$ cat config.mk
export PLATFORM = sky130hd
export DESIGN_NAME = tbtap_timer
export DESIGN_NICKNAME = d
export VERILOG_FILES = /design/src/rtl/tbt_pkg.sv /design/src/rtl/tbt_tap_edge.sv /design/src/rtl/tbt_ivl.sv /design/src/rtl/tbt_wdog.sv /design/src/rtl/tbtap_timer.sv
export SDC_FILE = /design/constraint.sdc
export NUM_CORES = 1
export LEC_CHECK = 0
export BUFFER_PORTS_ARGS = -buffer_cell sky130_fd_sc_hd__buf_2
export CAP_MARGIN = 10
export CORE_MARGIN = 4
export CORE_UTILIZATION = 24
export CTS_BUF_LIST = sky130_fd_sc_hd__clkbuf_8
export DETAILED_ROUTE_END_ITERATION = 10
export PLACE_DENSITY = 0.73
export RECOVER_POWER = 50
export SLEW_MARGIN = 15
export SYNTH_ARGS = -nofsm -noshare
export SYNTH_HDL_FRONTEND = slang
export SYNTH_SLANG_ARGS = --single-unit
$ cat constraint.sdc
create_clock -name clk -period 1.4 [get_ports clk]
set_input_delay 0.28 -clock clk [delete_from_list [all_inputs] [get_ports clk]]
set_output_delay 0.28 -clock clk [all_outputs]
set_load 0.01 [all_outputs]
$ cat src/rtl/tbt_pkg.sv
package tbt_pkg;
  typedef enum logic [1:0] {
    RK_NONE = 2'b00,
    RK_CORE = 2'b01,
    RK_CHIP = 2'b10,
    RK_SYS  = 2'b11
  } rst_kind_e;

  localparam int unsigned NTAP  = 4;
  localparam int unsigned SEL_W = $clog2(NTAP);
endpackage

$ cat src/rtl/tbt_tap_edge.sv
module tbt_tap_edge #(
  parameter int unsigned TB_W  = 64,
  parameter int unsigned BASE  = 17,
  parameter int unsigned STEP  = 4,
  parameter int unsigned NTAP  = 4,
  localparam int unsigned SEL_W = $clog2(NTAP)
) (
  input  logic             clk,
  input  logic             rst,
  input  logic [TB_W-1:0]  tbase_i,
  input  logic [SEL_W-1:0] sel_i,
  output logic             edge_o
);
  logic [NTAP-1:0] taps, taps_q, rise;

  for (genvar g = 0; g < NTAP; g++) begin : g_tap
    assign taps[g] = tbase_i[BASE + g*STEP];
  end

  // Reset loads the live taps so a bit already high is not an edge.
  always_ff @(posedge clk) begin
    taps_q <= taps;
  end

  assign rise   = taps & ~taps_q;
  assign edge_o = rst ? 1'b0 : rise[sel_i];

  // an edge means this very tap was low on the previous edge
  a_r4_same_bit_low: assert property (@(posedge clk) disable iff (rst)
    edge_o |-> (taps[sel_i] && !taps_q[sel_i]));
endmodule

$ cat src/rtl/tbt_ivl.sv
module tbt_ivl (
  input  logic clk,
  input  logic rst,
  input  logic event_i,
  input  logic clr_i,
  input  logic ien_i,
  output logic sts_o,
  output logic irq_o
);
  logic sts_d;

  always_comb sts_d = (sts_o & ~clr_i) | event_i;

  always_ff @(posedge clk) begin
    if (rst) begin
      sts_o <= 1'b0;
      irq_o <= 1'b0;
    end else begin
      sts_o <= sts_d;
      irq_o <= sts_d & ien_i;
    end
  end

  a_r2_event_sets: assert property (@(posedge clk) disable iff (rst)
    event_i |=> sts_o);
  a_r5_clear_wins_alone: assert property (@(posedge clk) disable iff (rst)
    (clr_i && !event_i) |=> !sts_o);
  a_r3_irq_needs_sts: assert property (@(posedge clk) disable iff (rst)
    irq_o |-> sts_o);
endmodule

$ cat src/rtl/tbt_wdog.sv
module tbt_wdog
  import tbt_pkg::*;
(
  input  logic       clk,
  input  logic       rst,
  input  logic       expire_i,
  input  logic       clr_arm_i,
  input  logic       clr_sts_i,
  input  logic       ien_i,
  input  logic [1:0] rkind_i,
  output logic       arm_o,
  output logic       sts_o,
  output logic       irq_o,
  output logic       req_o,
  output logic [1:0] kind_o
);
  logic arm_eff, sts_eff, arm_d, sts_d, fire;

  always_comb begin
    arm_eff = arm_o & ~clr_arm_i;
    sts_eff = sts_o & ~clr_sts_i;
    arm_d   = arm_eff | expire_i;
    sts_d   = sts_eff | (expire_i & arm_eff);
    fire    = expire_i & arm_eff & sts_eff & (rkind_i != RK_NONE);
  end

  always_ff @(posedge clk) begin
    if (rst) begin
      arm_o  <= 1'b0;
      sts_o  <= 1'b0;
      irq_o  <= 1'b0;
      req_o  <= 1'b0;
      kind_o <= RK_NONE;
    end else begin
      arm_o <= arm_d;
      sts_o <= sts_d;
      irq_o <= sts_d & ien_i;
      req_o <= fire;
      if (fire) kind_o <= rkind_i;
    end
  end

  a_r8_sts_after_arm: assert property (@(posedge clk) disable iff (rst)
    $rose(sts_o) |-> arm_o);
  a_r9_req_has_kind: assert property (@(posedge clk) disable iff (rst)
    req_o |-> (kind_o != RK_NONE));
  a_r9_req_from_full: assert property (@(posedge clk) disable iff (rst)
    req_o |-> (arm_o && sts_o));
  a_r9_kind_stable: assert property (@(posedge clk) disable iff (rst)
    !req_o |-> $stable(kind_o));
  a_r10_cleared_arm_no_sts: assert property (@(posedge clk) disable iff (rst)
    (expire_i && !arm_o && !sts_o) |=> !sts_o && !req_o);
endmodule

$ cat src/rtl/tbtap_timer.sv
module tbtap_timer
  import tbt_pkg::*;
#(
  parameter int unsigned TB_W     = 64,
  parameter int unsigned IVL_BASE = 17,
  parameter int unsigned WD_BASE  = 21,
  parameter int unsigned TAP_STEP = 4
) (
  input  logic            clk,
  input  logic            rst,
  input  logic [TB_W-1:0] tbase_i,
  input  logic [1:0]      ivl_sel_i,
  input  logic            ivl_ien_i,
  input  logic [1:0]      wd_sel_i,
  input  logic            wd_ien_i,
  input  logic [1:0]      wd_rkind_i,
  input  logic            ivl_clr_i,
  input  logic            wd_clr_arm_i,
  input  logic            wd_clr_sts_i,
  output logic            ivl_sts_o,
  output logic            ivl_irq_o,
  output logic            wd_arm_o,
  output logic            wd_sts_o,
  output logic            wd_irq_o,
  output logic            rst_req_o,
  output logic [1:0]      rst_kind_o
);
  logic ivl_evt, wd_evt;

  tbt_tap_edge #(.TB_W(TB_W), .BASE(IVL_BASE), .STEP(TAP_STEP), .NTAP(NTAP)) u_ivl_tap (
    .clk(clk), .rst(rst), .tbase_i(tbase_i), .sel_i(ivl_sel_i), .edge_o(ivl_evt)
  );

  tbt_tap_edge #(.TB_W(TB_W), .BASE(WD_BASE), .STEP(TAP_STEP), .NTAP(NTAP)) u_wd_tap (
    .clk(clk), .rst(rst), .tbase_i(tbase_i), .sel_i(wd_sel_i), .edge_o(wd_evt)
  );

  tbt_ivl u_ivl (
    .clk(clk), .rst(rst), .event_i(ivl_evt), .clr_i(ivl_clr_i), .ien_i(ivl_ien_i),
    .sts_o(ivl_sts_o), .irq_o(ivl_irq_o)
  );

  tbt_wdog u_wdog (
    .clk(clk), .rst(rst), .expire_i(wd_evt), .clr_arm_i(wd_clr_arm_i),
    .clr_sts_i(wd_clr_sts_i), .ien_i(wd_ien_i), .rkind_i(wd_rkind_i),
    .arm_o(wd_arm_o), .sts_o(wd_sts_o), .irq_o(wd_irq_o),
    .req_o(rst_req_o), .kind_o(rst_kind_o)
  );

  // first cycle out of reset shows a clean state
  a_r1_clean_after_reset: assert property (@(posedge clk)
    $fell(rst) |-> !ivl_sts_o && !wd_arm_o && !wd_sts_o && !rst_req_o && rst_kind_o == 2'b00);
endmodule

==> impl_metrics.csv <==
group,metric,value,unit
worst_setup_path,cp.required,1530,ps
place,place_inst,89,
worst_setup_path,arrival,1560,ps
sta,worst_pin_slew,198.0,ps
worst_setup_path,startpoint,"u_wd_tap.taps_q[3]",
grt,track_usage,9.005,%
die,die_h,52.51,um
min_path,hp-class,"input pin to flop",
min_path,hold_path_end,"u_ivl_tap.taps_q[0]",
synth,synth-seq-cells,13,
sta,grt_setup_unrepaired,"yes",
cts,cts_made_buffers,3,
grt,grt_pass1_vias,406,
sta,drv_slew,0,
routing,routed_wl,1063,um
finish,layout_commonest_cell,"buf_2",
min_path,min_from,"tbase_i[17]",
run,drv_cap,0,
finish,drive_gt1_share,48.53,%
die,dieArea,2757,sq um
place,dp_slack,-77.00,ps
synth,ys_types,18,
min_path,min_path_cells,1,
worst_setup_path,cp_slowest_cell,"mux4_2",
worst_setup_path,critical_path.max_fanout,4,
finish,multi_input_area,250.2,sq um
sta,setup_tns,-28.84,ps
worst_setup_path,cp_top_family,"multiplexers",
finish,regArea,260.3,sq um
cts,post_cts_buffers,0,
synth,synth_seq_area_share,54.74,%
sta,setup-violations-final,2,
finish,fin_nets,146,
die,coreArea,1802,sq um
routing,dr.first_iter.drc_count,1,
synth,ys.warnings.count,0,
synth,netlist_instances,39,
finish,syn_to_final_growth,51.32,%
sta,layout_min_cycle_time,1424,ps
cts,htree_levels,1,
die,initial_core_util,26.39,%
power,peakVddDrop,714.3,uV
worst_setup_path,ff2ff_setup_slack,-20,ps
finish,final_cell_mix,"buf_2, dfxtp_1, clkbuf_1",
die,num_io_pins,85,
outcome,violations,"setup timing",
synth,syn_nets,116,
worst_setup_path,path_cells,"nand2b_4 > mux4_2 > nand4bb_4 > o2bb2ai_1",
place,port_buffers,25,
worst_setup_path,r2r_start,"u_wd_tap.taps_q[3]",
routing,vias,395,
grt,antenna_found_initial,0,
sta,finClkSkew,0.6165,ps
worst_setup_path,path_buf_inv,0,
routing,dr.pass1.iters,2,
synth,synthesis.area,475.5,sq um
outcome,status,"complete, but fails checks",
grt,grt_first_pass_wirelength,1738,um
synth,syn_avg_cell_area,12.19,sq um
cts,clk_pin_slew,50,ps
power,p_per_area,1114,nW/um^2
routing,drc,0,
place,gp_congestion,0.6729,
grt,gr-total-overflow,0,
grt,grt_start_max_net_pins,10,
sta,worst_slack,-23.97,ps
die,std_cell_rows,15,
worst_setup_path,max_stage_delay,530,ps
worst_setup_path,r2r_end,"u_wdog.kind_o[1]",
cts,cts_buffer_depth,2,
sta,maxSlewHeadroom,86.75,%
finish,fill_cells,194,
routing,ant_nets,0,
power,p_leak,0.3153,nW
cts,cts_tree,"built",
cts,clock_latency,240,ps
cts,clock-root-buffer,"clkbuf_8",
cts,cts.sinks,13,
routing,wl_per_cell,11.43,um
sta,max_freq,702.3,MHz
worst_setup_path,rr_worst_depth,4,
worst_setup_path,end_kind,"flop",
finish,fin_cells,93,
sta,finalHoldViolCount,0,
worst_setup_path,worst_setup_path_start_kind,"flop",
die,fp.dieW,52.51,um
sta,final.period_utilization,101.7,%
worst_setup_path,crit_type,"flop to flop",
finish,antenna_cells,0,
place,dp_hpwl,841.8,um
routing,avgViaCountPerCell,4.247,
-- stage by stage --
stage | util [%] | area [sq um] | total power [mW] | hold WS [ps]
global route | 39.93 | 719.4 | 0.8452 | 179.4
CTS | 39.24 | 706.9 | 0.8129 | 151.2
floorplan | - | 475.5 | 0.4340 | 307.7
detailed placement | 35.28 | 635.6 | 0.4768 | 400.5
finish | 39.93 | 719.4 | 0.8015 | 169.6
global placement | 35.28 | 635.6 | 0.4736 | 397.5
-- metal layers --
metal | global-route usage (%) | wire length [um] | vias up
li1 | - | - | 195
met1 | 10.24 | 412 | 179
met2 | 13.43 | 521 | 21
met3 | 5.413 | 130 | 0
met4 | 3.830 | 0 | 0
met5 | 0 | 0 | -
-- registers in the layout, summed over array words and instances, names as in the netlist --
signal,flops
u_ivl.irq_o,1
u_ivl.sts_o,1
u_ivl_tap.taps_q,1
u_wd_tap.taps_q,4
u_wdog.arm_o,1
u_wdog.irq_o,1
u_wdog.kind_o,2
u_wdog.req_o,1
u_wdog.sts_o,1
-- synthesized netlist by cell type --
master,count,area (sq um)
a21oi_1,3,15.01
a2bb2oi_1,1,8.760
and2_1,1,6.260
and4bb_2,1,12.51
clkbuf_1,1,3.750
dfxtp_1,13,260.3
inv_1,1,3.750
mux4_2,2,45.04
nand2b_1,6,37.54
nand2b_4,1,13.76
nand3b_1,1,7.510
nand4bb_1,1,11.26
nor2_1,2,7.510
nor2b_1,1,6.260
nor3b_1,1,7.510
nor4b_2,1,15.01
o21ai_1,1,5.000
o2bb2ai_1,1,8.760
-- kinds of logic (layout without fill, tap and decap cells) --
| family | count (synthesis) | count (layout) | synth area share (%) |
|---|---|---|---|
| muxes | 2 | 2 | 9.473 |
| and+or+nand+nor | 16 | 16 | 26.32 |
| DFF | 13 | 13 | 54.74 |
| buffers and inverters | 2 | 31 | 1.577 |
| AOI/OAI and AO/OA | 6 | 6 | 7.893 |
-- repair_timing --
| action | CTS | global route |
|---|---|---|
| hold buffers | 0 | 0 |
| pin swaps | 3 | 0 |
| resized for setup | 4 | 2 |
| endpoints found under the setup margin | 4 | 4 |
| hold endpoints to repair | 0 | 0 |
-- worst max-delay path by stage --
stage                        to  slack (ps)  cells past startpoint
2_1_floorplan  u_wdog.kind_o[1]          20                      4
3_3_place_gp   u_wdog.kind_o[1]         -50                      5
3_5_place_dp   u_wdog.kind_o[1]         -80                      5
4_1_cts        u_wdog.kind_o[1]         -60                      4
5_1_grt        u_wdog.kind_o[1]        -100                      4
6_report       u_wdog.kind_o[1]         -20                      4
-- layout make-up --
| type | instances | area share [%] |
|---|---|---|
| clock buffers | 3 | 5.739 |
| flip-flops and latches | 13 | 36.17 |
| repair buffers | 26 | 17.91 |
| clock inverters | 1 | 0.5217 |
| multi-input cells | 24 | 34.78 |
| inverters | 1 | 0.5217 |
| well taps | 25 | 4.348 |
-- report_power, final --
group	internal [mW]	leakage, nW	switching (mW)
logic	0.0537	0.181	0.0374
clock network	0.193	0.0269	0.127
registers	0.385	0.107	0.00521
total	0.632	0.315	0.170
Note: power is estimated with default switching activity, not from simulation.
